## src/rtl/esc_cmd_pkg.sv

```systemverilog
package esc_cmd_pkg;

   typedef enum logic [2:0] {
      ST_WAIT,
      ST_LED_IDX,
      ST_LED_VAL,
      ST_FILL,
      ST_LVL_IDX,
      ST_LVL_VAL
   } parse_st_t;

   localparam logic [7:0] CH_BSLASH = 8'h5C;
   localparam logic [7:0] CH_NL     = 8'h0A;
   localparam logic [7:0] CH_LOW_N  = 8'h6E;
   localparam logic [7:0] OP_SET    = 8'h73;
   localparam logic [7:0] OP_BULK   = 8'h62;
   localparam logic [7:0] OP_LEVEL  = 8'h61;
   localparam logic [7:0] OP_READ   = 8'h72;

   function automatic logic [7:0] nib_ascii(input logic [3:0] n);
      return (n < 4'd10) ? (8'h30 + {4'h0, n}) : (8'h37 + {4'h0, n});
   endfunction

endpackage

```

## src/rtl/esc_unescape.sv

```systemverilog
module esc_unescape
   import esc_cmd_pkg::*;
(
   input  logic       clk,
   input  logic       rst_n,
   input  logic       in_fire,
   input  logic [7:0] in_byte,
   output logic       out_valid,
   output logic [7:0] out_byte,
   output logic       out_eol
);
   logic esc_q;

   always_ff @(posedge clk or negedge rst_n) begin
      if (!rst_n)       esc_q <= 1'b0;
      else if (in_fire) esc_q <= !esc_q && (in_byte == CH_BSLASH);
   end

   always_comb begin
      out_eol   = in_fire && !esc_q && (in_byte == CH_NL);
      out_valid = in_fire && (esc_q || ((in_byte != CH_BSLASH) && (in_byte != CH_NL)));
      out_byte  = (esc_q && (in_byte == CH_LOW_N)) ? CH_NL : in_byte;
   end
endmodule

```

## src/rtl/esc_frame_store.sv

```systemverilog
module esc_frame_store #(
   parameter int FRAME_BYTES     = 4,
   parameter bit SWAP_BY_POINTER = 1'b1,
   localparam int FW    = FRAME_BYTES * 8,
   localparam int BIT_W = $clog2(FW),
   localparam int SEL_W = $clog2(FRAME_BYTES)
) (
   input  logic             clk,
   input  logic             rst_n,
   input  logic             bit_we,
   input  logic [BIT_W-1:0] bit_idx,
   input  logic             bit_val,
   input  logic             back_we,
   input  logic [SEL_W-1:0] back_idx,
   input  logic [7:0]       back_byte,
   input  logic             swap,
   output logic [FW-1:0]    front
);
   generate
      if (SWAP_BY_POINTER) begin : g_ptr
         logic          sel_q;
         logic [FW-1:0] bank0_q, bank1_q;
         always_ff @(posedge clk or negedge rst_n) begin
            if (!rst_n) begin
               sel_q   <= 1'b0;
               bank0_q <= '0;
               bank1_q <= '0;
            end else begin
               if (bit_we && !sel_q)  bank0_q[bit_idx] <= bit_val;
               if (bit_we && sel_q)   bank1_q[bit_idx] <= bit_val;
               if (back_we && sel_q)  bank0_q[{back_idx, 3'b000} +: 8] <= back_byte;
               if (back_we && !sel_q) bank1_q[{back_idx, 3'b000} +: 8] <= back_byte;
               if (swap)              sel_q <= !sel_q;
            end
         end
         assign front = sel_q ? bank1_q : bank0_q;
      end else begin : g_copy
         logic [FW-1:0] front_q, back_q, front_nx, back_nx;
         always_comb begin
            front_nx = front_q;
            back_nx  = back_q;
            if (bit_we)  front_nx[bit_idx] = bit_val;
            if (back_we) back_nx[{back_idx, 3'b000} +: 8] = back_byte;
         end
         always_ff @(posedge clk or negedge rst_n) begin
            if (!rst_n) begin
               front_q <= '0;
               back_q  <= '0;
            end else if (swap) begin
               front_q <= back_nx;
               back_q  <= front_nx;
            end else begin
               front_q <= front_nx;
               back_q  <= back_nx;
            end
         end
         assign front = front_q;
      end
   endgenerate
endmodule

```

## src/rtl/esc_hex_tx.sv

```systemverilog
module esc_hex_tx
   import esc_cmd_pkg::*;
#(
   parameter int FRAME_BYTES = 4,
   localparam int FW    = FRAME_BYTES * 8,
   localparam int LAST  = 2 * FRAME_BYTES + 1,
   localparam int CNT_W = $clog2(LAST + 1)
) (
   input  logic          clk,
   input  logic          rst_n,
   input  logic          start,
   input  logic [FW-1:0] frame,
   input  logic          tx_ready,
   output logic          tx_valid,
   output logic [7:0]    tx_data
);
   logic             busy_q;
   logic [CNT_W-1:0] cnt_q;
   logic [CNT_W-1:0] k;
   logic [7:0]       cur_byte;

   always_ff @(posedge clk or negedge rst_n) begin
      if (!rst_n) begin
         busy_q <= 1'b0;
         cnt_q  <= '0;
      end else if (start) begin
         busy_q <= 1'b1;
         cnt_q  <= '0;
      end else if (busy_q && tx_ready) begin
         if (cnt_q == CNT_W'(LAST)) busy_q <= 1'b0;
         else                       cnt_q  <= cnt_q + 1'b1;
      end
   end

   always_comb begin
      k        = cnt_q - 1'b1;
      cur_byte = '0;
      for (int j = 0; j < FRAME_BYTES; j++)
         if (k[CNT_W-1:1] == (CNT_W-1)'(j)) cur_byte = frame[8*j +: 8];
      if (cnt_q == '0)                tx_data = OP_READ;
      else if (cnt_q == CNT_W'(LAST)) tx_data = CH_NL;
      else                            tx_data = nib_ascii(k[0] ? cur_byte[7:4] : cur_byte[3:0]);
   end

   assign tx_valid = busy_q;
endmodule

```

## src/rtl/esc_cmd_decoder.sv

```systemverilog
module esc_cmd_decoder
   import esc_cmd_pkg::*;
#(
   parameter int LED_COUNT       = 32,
   parameter int LEVEL_COUNT     = 6,
   parameter bit SWAP_BY_POINTER = 1'b1
) (
   input  logic                     clk,
   input  logic                     rst_n,
   input  logic [7:0]               rx_data,
   input  logic                     rx_valid,
   output logic                     rx_ready,
   output logic [7:0]               tx_data,
   output logic                     tx_valid,
   input  logic                     tx_ready,
   output logic [LED_COUNT-1:0]     frame_o,
   output logic [LEVEL_COUNT*8-1:0] level_o
);
   localparam int FRAME_BYTES = LED_COUNT / 8;
   localparam int BIT_W       = $clog2(LED_COUNT);
   localparam int SEL_W       = $clog2(FRAME_BYTES);
   localparam logic [8:0] LED_LIM = 9'(LED_COUNT);
   localparam logic [7:0] LVL_MAX = 8'(LEVEL_COUNT - 1);

   generate
      if (LED_COUNT % 8 != 0 || LED_COUNT < 16 || LED_COUNT > 256) begin : g_bad_leds
         $error("LED_COUNT must be a multiple of 8 in 16..256");
      end
      if (LEVEL_COUNT < 1 || LEVEL_COUNT > 256) begin : g_bad_levels
         $error("LEVEL_COUNT must be in 1..256");
      end
   endgenerate

   logic       fire, dv, eol, start;
   logic [7:0] d;
   parse_st_t  st_q;
   logic [7:0] arg_q;
   logic [SEL_W-1:0] fill_q;
   logic       bit_we, back_we, swap;

   assign fire = rx_valid && rx_ready;
   assign rx_ready = !tx_valid;

   esc_unescape u_unesc (
      .clk(clk), .rst_n(rst_n), .in_fire(fire), .in_byte(rx_data),
      .out_valid(dv), .out_byte(d), .out_eol(eol)
   );

   always_ff @(posedge clk or negedge rst_n) begin
      if (!rst_n) begin
         st_q   <= ST_WAIT;
         arg_q  <= '0;
         fill_q <= '0;
      end else if (eol) begin
         st_q <= ST_WAIT;
      end else if (dv) begin
         unique case (st_q)
            ST_WAIT: begin
               if (d == OP_SET)   st_q <= ST_LED_IDX;
               if (d == OP_LEVEL) st_q <= ST_LVL_IDX;
               if (d == OP_BULK) begin
                  st_q   <= ST_FILL;
                  fill_q <= '0;
               end
            end
            ST_LED_IDX: begin
               arg_q <= d;
               st_q  <= ST_LED_VAL;
            end
            ST_FILL: begin
               fill_q <= fill_q + 1'b1;
               if (fill_q == SEL_W'(FRAME_BYTES - 1)) st_q <= ST_WAIT;
            end
            ST_LVL_IDX: begin
               arg_q <= (d > LVL_MAX) ? 8'h00 : d;
               st_q  <= ST_LVL_VAL;
            end
            default: st_q <= ST_WAIT;
         endcase
      end
   end

   assign bit_we  = dv && (st_q == ST_LED_VAL) && ({1'b0, arg_q} < LED_LIM);
   assign back_we = dv && (st_q == ST_FILL);
   assign swap    = back_we && (fill_q == SEL_W'(FRAME_BYTES - 1));
   assign start   = dv && (st_q == ST_WAIT) && (d == OP_READ);

   esc_frame_store #(.FRAME_BYTES(FRAME_BYTES), .SWAP_BY_POINTER(SWAP_BY_POINTER)) u_store (
      .clk(clk), .rst_n(rst_n),
      .bit_we(bit_we), .bit_idx(arg_q[BIT_W-1:0]), .bit_val(d != 8'h00),
      .back_we(back_we), .back_idx(fill_q), .back_byte(d),
      .swap(swap), .front(frame_o)
   );

   generate
      for (genvar i = 0; i < LEVEL_COUNT; i++) begin : g_lvl
         logic [7:0] lvl_q;
         always_ff @(posedge clk or negedge rst_n) begin
            if (!rst_n) lvl_q <= '0;
            else if (dv && !eol && (st_q == ST_LVL_VAL) && (arg_q == 8'(i))) lvl_q <= d;
         end
         assign level_o[8*i +: 8] = lvl_q;
      end
   endgenerate

   esc_hex_tx #(.FRAME_BYTES(FRAME_BYTES)) u_tx (
      .clk(clk), .rst_n(rst_n), .start(start), .frame(frame_o),
      .tx_ready(tx_ready), .tx_valid(tx_valid), .tx_data(tx_data)
   );
endmodule

```

## config.mk

```make
export PLATFORM = sky130hd
export DESIGN_NAME = esc_cmd_decoder
export DESIGN_NICKNAME = d
export VERILOG_FILES = /design/src/rtl/esc_cmd_pkg.sv /design/src/rtl/esc_unescape.sv /design/src/rtl/esc_frame_store.sv /design/src/rtl/esc_hex_tx.sv /design/src/rtl/esc_cmd_decoder.sv
export SDC_FILE = /design/constraint.sdc
export NUM_CORES = 1
export LEC_CHECK = 0
export ABC_CLOCK_PERIOD_IN_PS = 5860
export BUFFER_PORTS_ARGS = -buffer_cell sky130_fd_sc_hd__buf_4
export CORE_MARGIN = 2
export CORE_UTILIZATION = 63
export DETAILED_ROUTE_END_ITERATION = 7
export GPL_ROUTABILITY_DRIVEN = 0
export PLACE_DENSITY = 0.95
export SETUP_SLACK_MARGIN = 0.4
export SLEW_MARGIN = 20
export SYNTH_ARGS = -nofsm -noshare
export SYNTH_HDL_FRONTEND = slang
export SYNTH_SLANG_ARGS = --single-unit
```

## constraint.sdc

```tcl
create_clock -name clk -period 5.86 [get_ports clk]
set_clock_uncertainty 0.15 [all_clocks]
set_input_delay 0.586 -clock clk [delete_from_list [all_inputs] [get_ports clk]]
set_output_delay 0.586 -clock clk [all_outputs]
set_load 0.005 [all_outputs]
```

==> impl_metrics.py <==
metrics = {
    "detailed_routing": {
        "drt_iter0_markers": 1221,
        "vias_per_cell": 7.09,
        "firstDrtPassIters": 6,
        "vias": 6932,
        "drc": 0,
        "ant_nets": 0,
        "wirelength_mm": 23.5,
        "wire_per_inst_microns": 24.0,
    },
    "timing": {
        "rsz0062_at_grt": "no",
        "fin_tns_setup_ns": 0,
        "final-max-slew-violation-count": 0,
        "max_freq_mhz": 209,
        "fin_crit_sh_pct": 81.5,
        "worstMarginPinSlew_ns": 1.14,
        "setup_viol": 0,
        "min_period_ns": 4.78,
        "relSlewSlack_pct": 23.7,
        "holdWs_ns": 0.0857,
        "finalHoldViolCount": 0,
    },
    "clocking": {
        "cts_tree": "yes",
        "cts_setup_buffers": 0,
        "insertion_delay_ns": 0.43,
        "post_cts_resized": 0,
        "cts_buffers": 17,
        "clkSinkCount": 132,
        "clockBufferDepth": 2,
        "clkTransAtPathRegs_ns": 0.06,
        "holdBufCountCts": 0,
        "cts-htree-levels": 4,
        "clk_root_buffer_cell": "clkbuf_16",
    },
    "synth": {
        "yosysTopAreaCell": "dfrtp_1",
        "syn_area_per_cell_sq_um": 10.2,
        "synth-seq-cells": 132,
        "synth_top_family_by_area": "multiplexers",
        "synth-async-reset-ratio_pct": 100,
        "yosysWarnings": 0,
        "syn_area_sq_um": 7650,
        "synth_seq_area_share_pct": 43.2,
        "synth_xor_area_share_pct": 0.458,
        "synthCells": 752,
        "ys_types": 69,
        "synth_top_flop_cell": "dfrtp_1",
        "yosysTopAreaCellShare_pct": 43.2,
        "synthAdderAreaFrac_pct": 1.31,
        "synth_edf_count": 0,
        "synth-simple-area-share_pct": 17.3,
        "synth_mux_area_share_pct": 22.0,
        "synth_most_common_cell": "dfrtp_1",
        "synth_compound_area_share_pct": 11.0,
        "synth_area_leaders": "dfrtp_1 43%, mux2_2 11%, mux2i_1 9.3%",
        "synthTopCellsByCount": "132 x dfrtp_1, 75 x mux2_2, 71 x mux2i_1",
        "syn-num-nets": 772,
    },
    "hold_path": {
        "min_path_type": "in2async",
    },
    "grt": {
        "grt_use_total_pct": 37.5,
        "grt_pass1_wl_mm": 37.6,
        "antenna_found_initial": 0,
        "grt_overflow": 0,
        "grt_pass1_vias": 6955,
        "grt_max_degree": 76,
    },
    "cells_and_area": {
        "diodes": 0,
        "nNetsFinal": 839,
        "final_area_sq_um": 9020,
        "layout-drive-gt1-share_pct": 29.4,
        "syn_to_final_growth_pct": 17.9,
    },
    "placement": {
        "hpwlAfterDp_mm": 14.8,
        "dpl_cell_area_sq_um": 8400,
        "port_buffers": 100,
    },
    "die": {
        "rows": 40,
        "die_x_microns": 114,
        "ios": 102,
        "dieArea_sq_um": 13000,
        "die_h_microns": 114,
        "core_area_sq_um": 11900,
        "start_util_pct": 64.2,
    },
    "critical_path": {
        "worstPathCellList": "inv_1, ha_1, nor2_1, a41o_1, a211oi_1, a31oi_1, mux2_2, inv_1, ha_1, inv_1, or4b_1, a21oi_1, buf_4",
        "crit_type": "reg2out",
        "r2r_end": "u_store.g_ptr.bank0_q[18]",
        "arrival_ns": 4.04,
        "crit_fanout": 15,
        "reg2reg_slack_ns": 2.46,
        "cp-end-kind": "primary output",
        "start_kind": "register",
        "critPathSlowestCell": "dfrtp_1",
        "max_stage_delay_ns": 0.68,
        "reg2regPathDepth": 7,
        "crit_required_ns": 5.12,
        "crit_top_cell": "inv_1",
        "r2r-start": "u_store.g_ptr.sel_q",
    },
    "power_and_ir_drop": {
        "p_leak_nw": 4.51,
        "vdd_drop_max_mv": 0.302,
        "power.total_mw": 3.51,
        "powerDensity_nw_per_um2": 389,
    },
    "job": {
        "drv_cap": 0,
    },
    "status": {
        "outcome": "completed",
    },
}
-- cell families after synthesis --
logic type	after synthesis
DFF	132
and+or+nand+nor	241
adders and majority gates	8
buffers and inverters	82
AOI/OAI and AO/OA	132
other	1
muxes	152
xor gates and xnor gates	4
-- placed cells by master (no fill, tap or decap), types with 4 or more instances in the layout --
| cell type | instances |
|---|---|
| and3_1 | 14 |
| a31oi_1 | 5 |
| mux4_2 | 5 |
| o22ai_1 | 48 |
| a211oi_1 | 5 |
| nor2_1 | 19 |
| nand2_1 | 70 |
| nand4_1 | 20 |
| inv_1 | 18 |
| nor2b_1 | 4 |
| nand3_1 | 55 |
| mux2_2 | 75 |
| mux2i_1 | 71 |
| or3_1 | 4 |
| a21oi_1 | 11 |
| buf_4 | 111 |
| nor3_1 | 7 |
| inv_6 | 4 |
| a22o_1 | 4 |
| clkbuf_16 | 17 |
| dfrtp_1 | 132 |
| nor2_4 | 6 |
| ha_1 | 8 |
| o21ai_0 | 34 |
| and2_1 | 5 |
| nand2b_1 | 5 |
-- state kept, by name, indices dropped and copies added, names as in the netlist --
signal,count
g_lvl.lvl_q,48
st_q,3
u_store.g_ptr.sel_q,1
u_unesc.esc_q,1
u_store.g_ptr.bank1_q,32
u_tx.tx_valid,1
arg_q,8
fill_q,2
u_store.g_ptr.bank0_q,32
u_tx.cnt_q,4
-- layout make-up --
cell class	instances	area [sq um]
clock buffer	17	425
clock inverter	14	179
fill	728	2890
inverter	19	71.3
multi-input combinational	538	4030
sequential	132	3300
tap	147	184
timing repair buffer	111	833
-- where the power goes --
| part | switching, mW | leakage, nW | internal, mW |
|---|---|---|---|
| Sequential | 0.214 | 1.80 | 1.03 |
| Clock | 0.429 | 0.287 | 0.672 |
| Combinational | 0.692 | 2.42 | 0.473 |
-- worst max path at each step --
| stage | end | start | slack, ns |
|---|---|---|---|
| after global routing | tx_data[2] | u_tx.cnt_q[0] | 0.84 |
| after detailed placement | tx_data[2] | u_tx.cnt_q[0] | 1.60 |
| final | tx_data[2] | u_tx.cnt_q[0] | 1.08 |
| after global placement | tx_data[2] | u_tx.cnt_q[0] | 1.73 |
| after CTS | tx_data[2] | u_tx.cnt_q[0] | 1.11 |
| after floorplan | tx_data[2] | u_tx.cnt_q[0] | 2.10 |
-- stage by stage --
step	std cells	util, %	worst slack [ns]
finish	978	75.7	1.08
floorplan	752	-	2.10
global placement	947	70.5	1.73
CTS	978	75.6	1.11
global route	978	75.7	0.835
detailed placement	947	70.5	1.60
-- routing by layer --
layer / routed length (microns) / track usage, % / share of wire (%)
met4: 1180 / 20.4 / 5.0
met2: 11000 / 59.0 / 47
met1: 8500 / 46.6 / 36
met3: 2890 / 11.4 / 12
met5: 0 / 0 / 0
-- critical path: cells and delay by family (launching register included) --
| kind | cells | cell delay, ns |
|---|---|---|
| muxes | 1 | 0.29 |
| AOI/OAI and AO/OA | 4 | 0.80 |
| and+or+nand+nor | 2 | 0.61 |
| adders and majority gates | 2 | 0.77 |
| buffers and inverters | 4 | 0.46 |
| DFF | 1 | 0.68 |
Note: power is estimated with default switching activity, not from simulation.
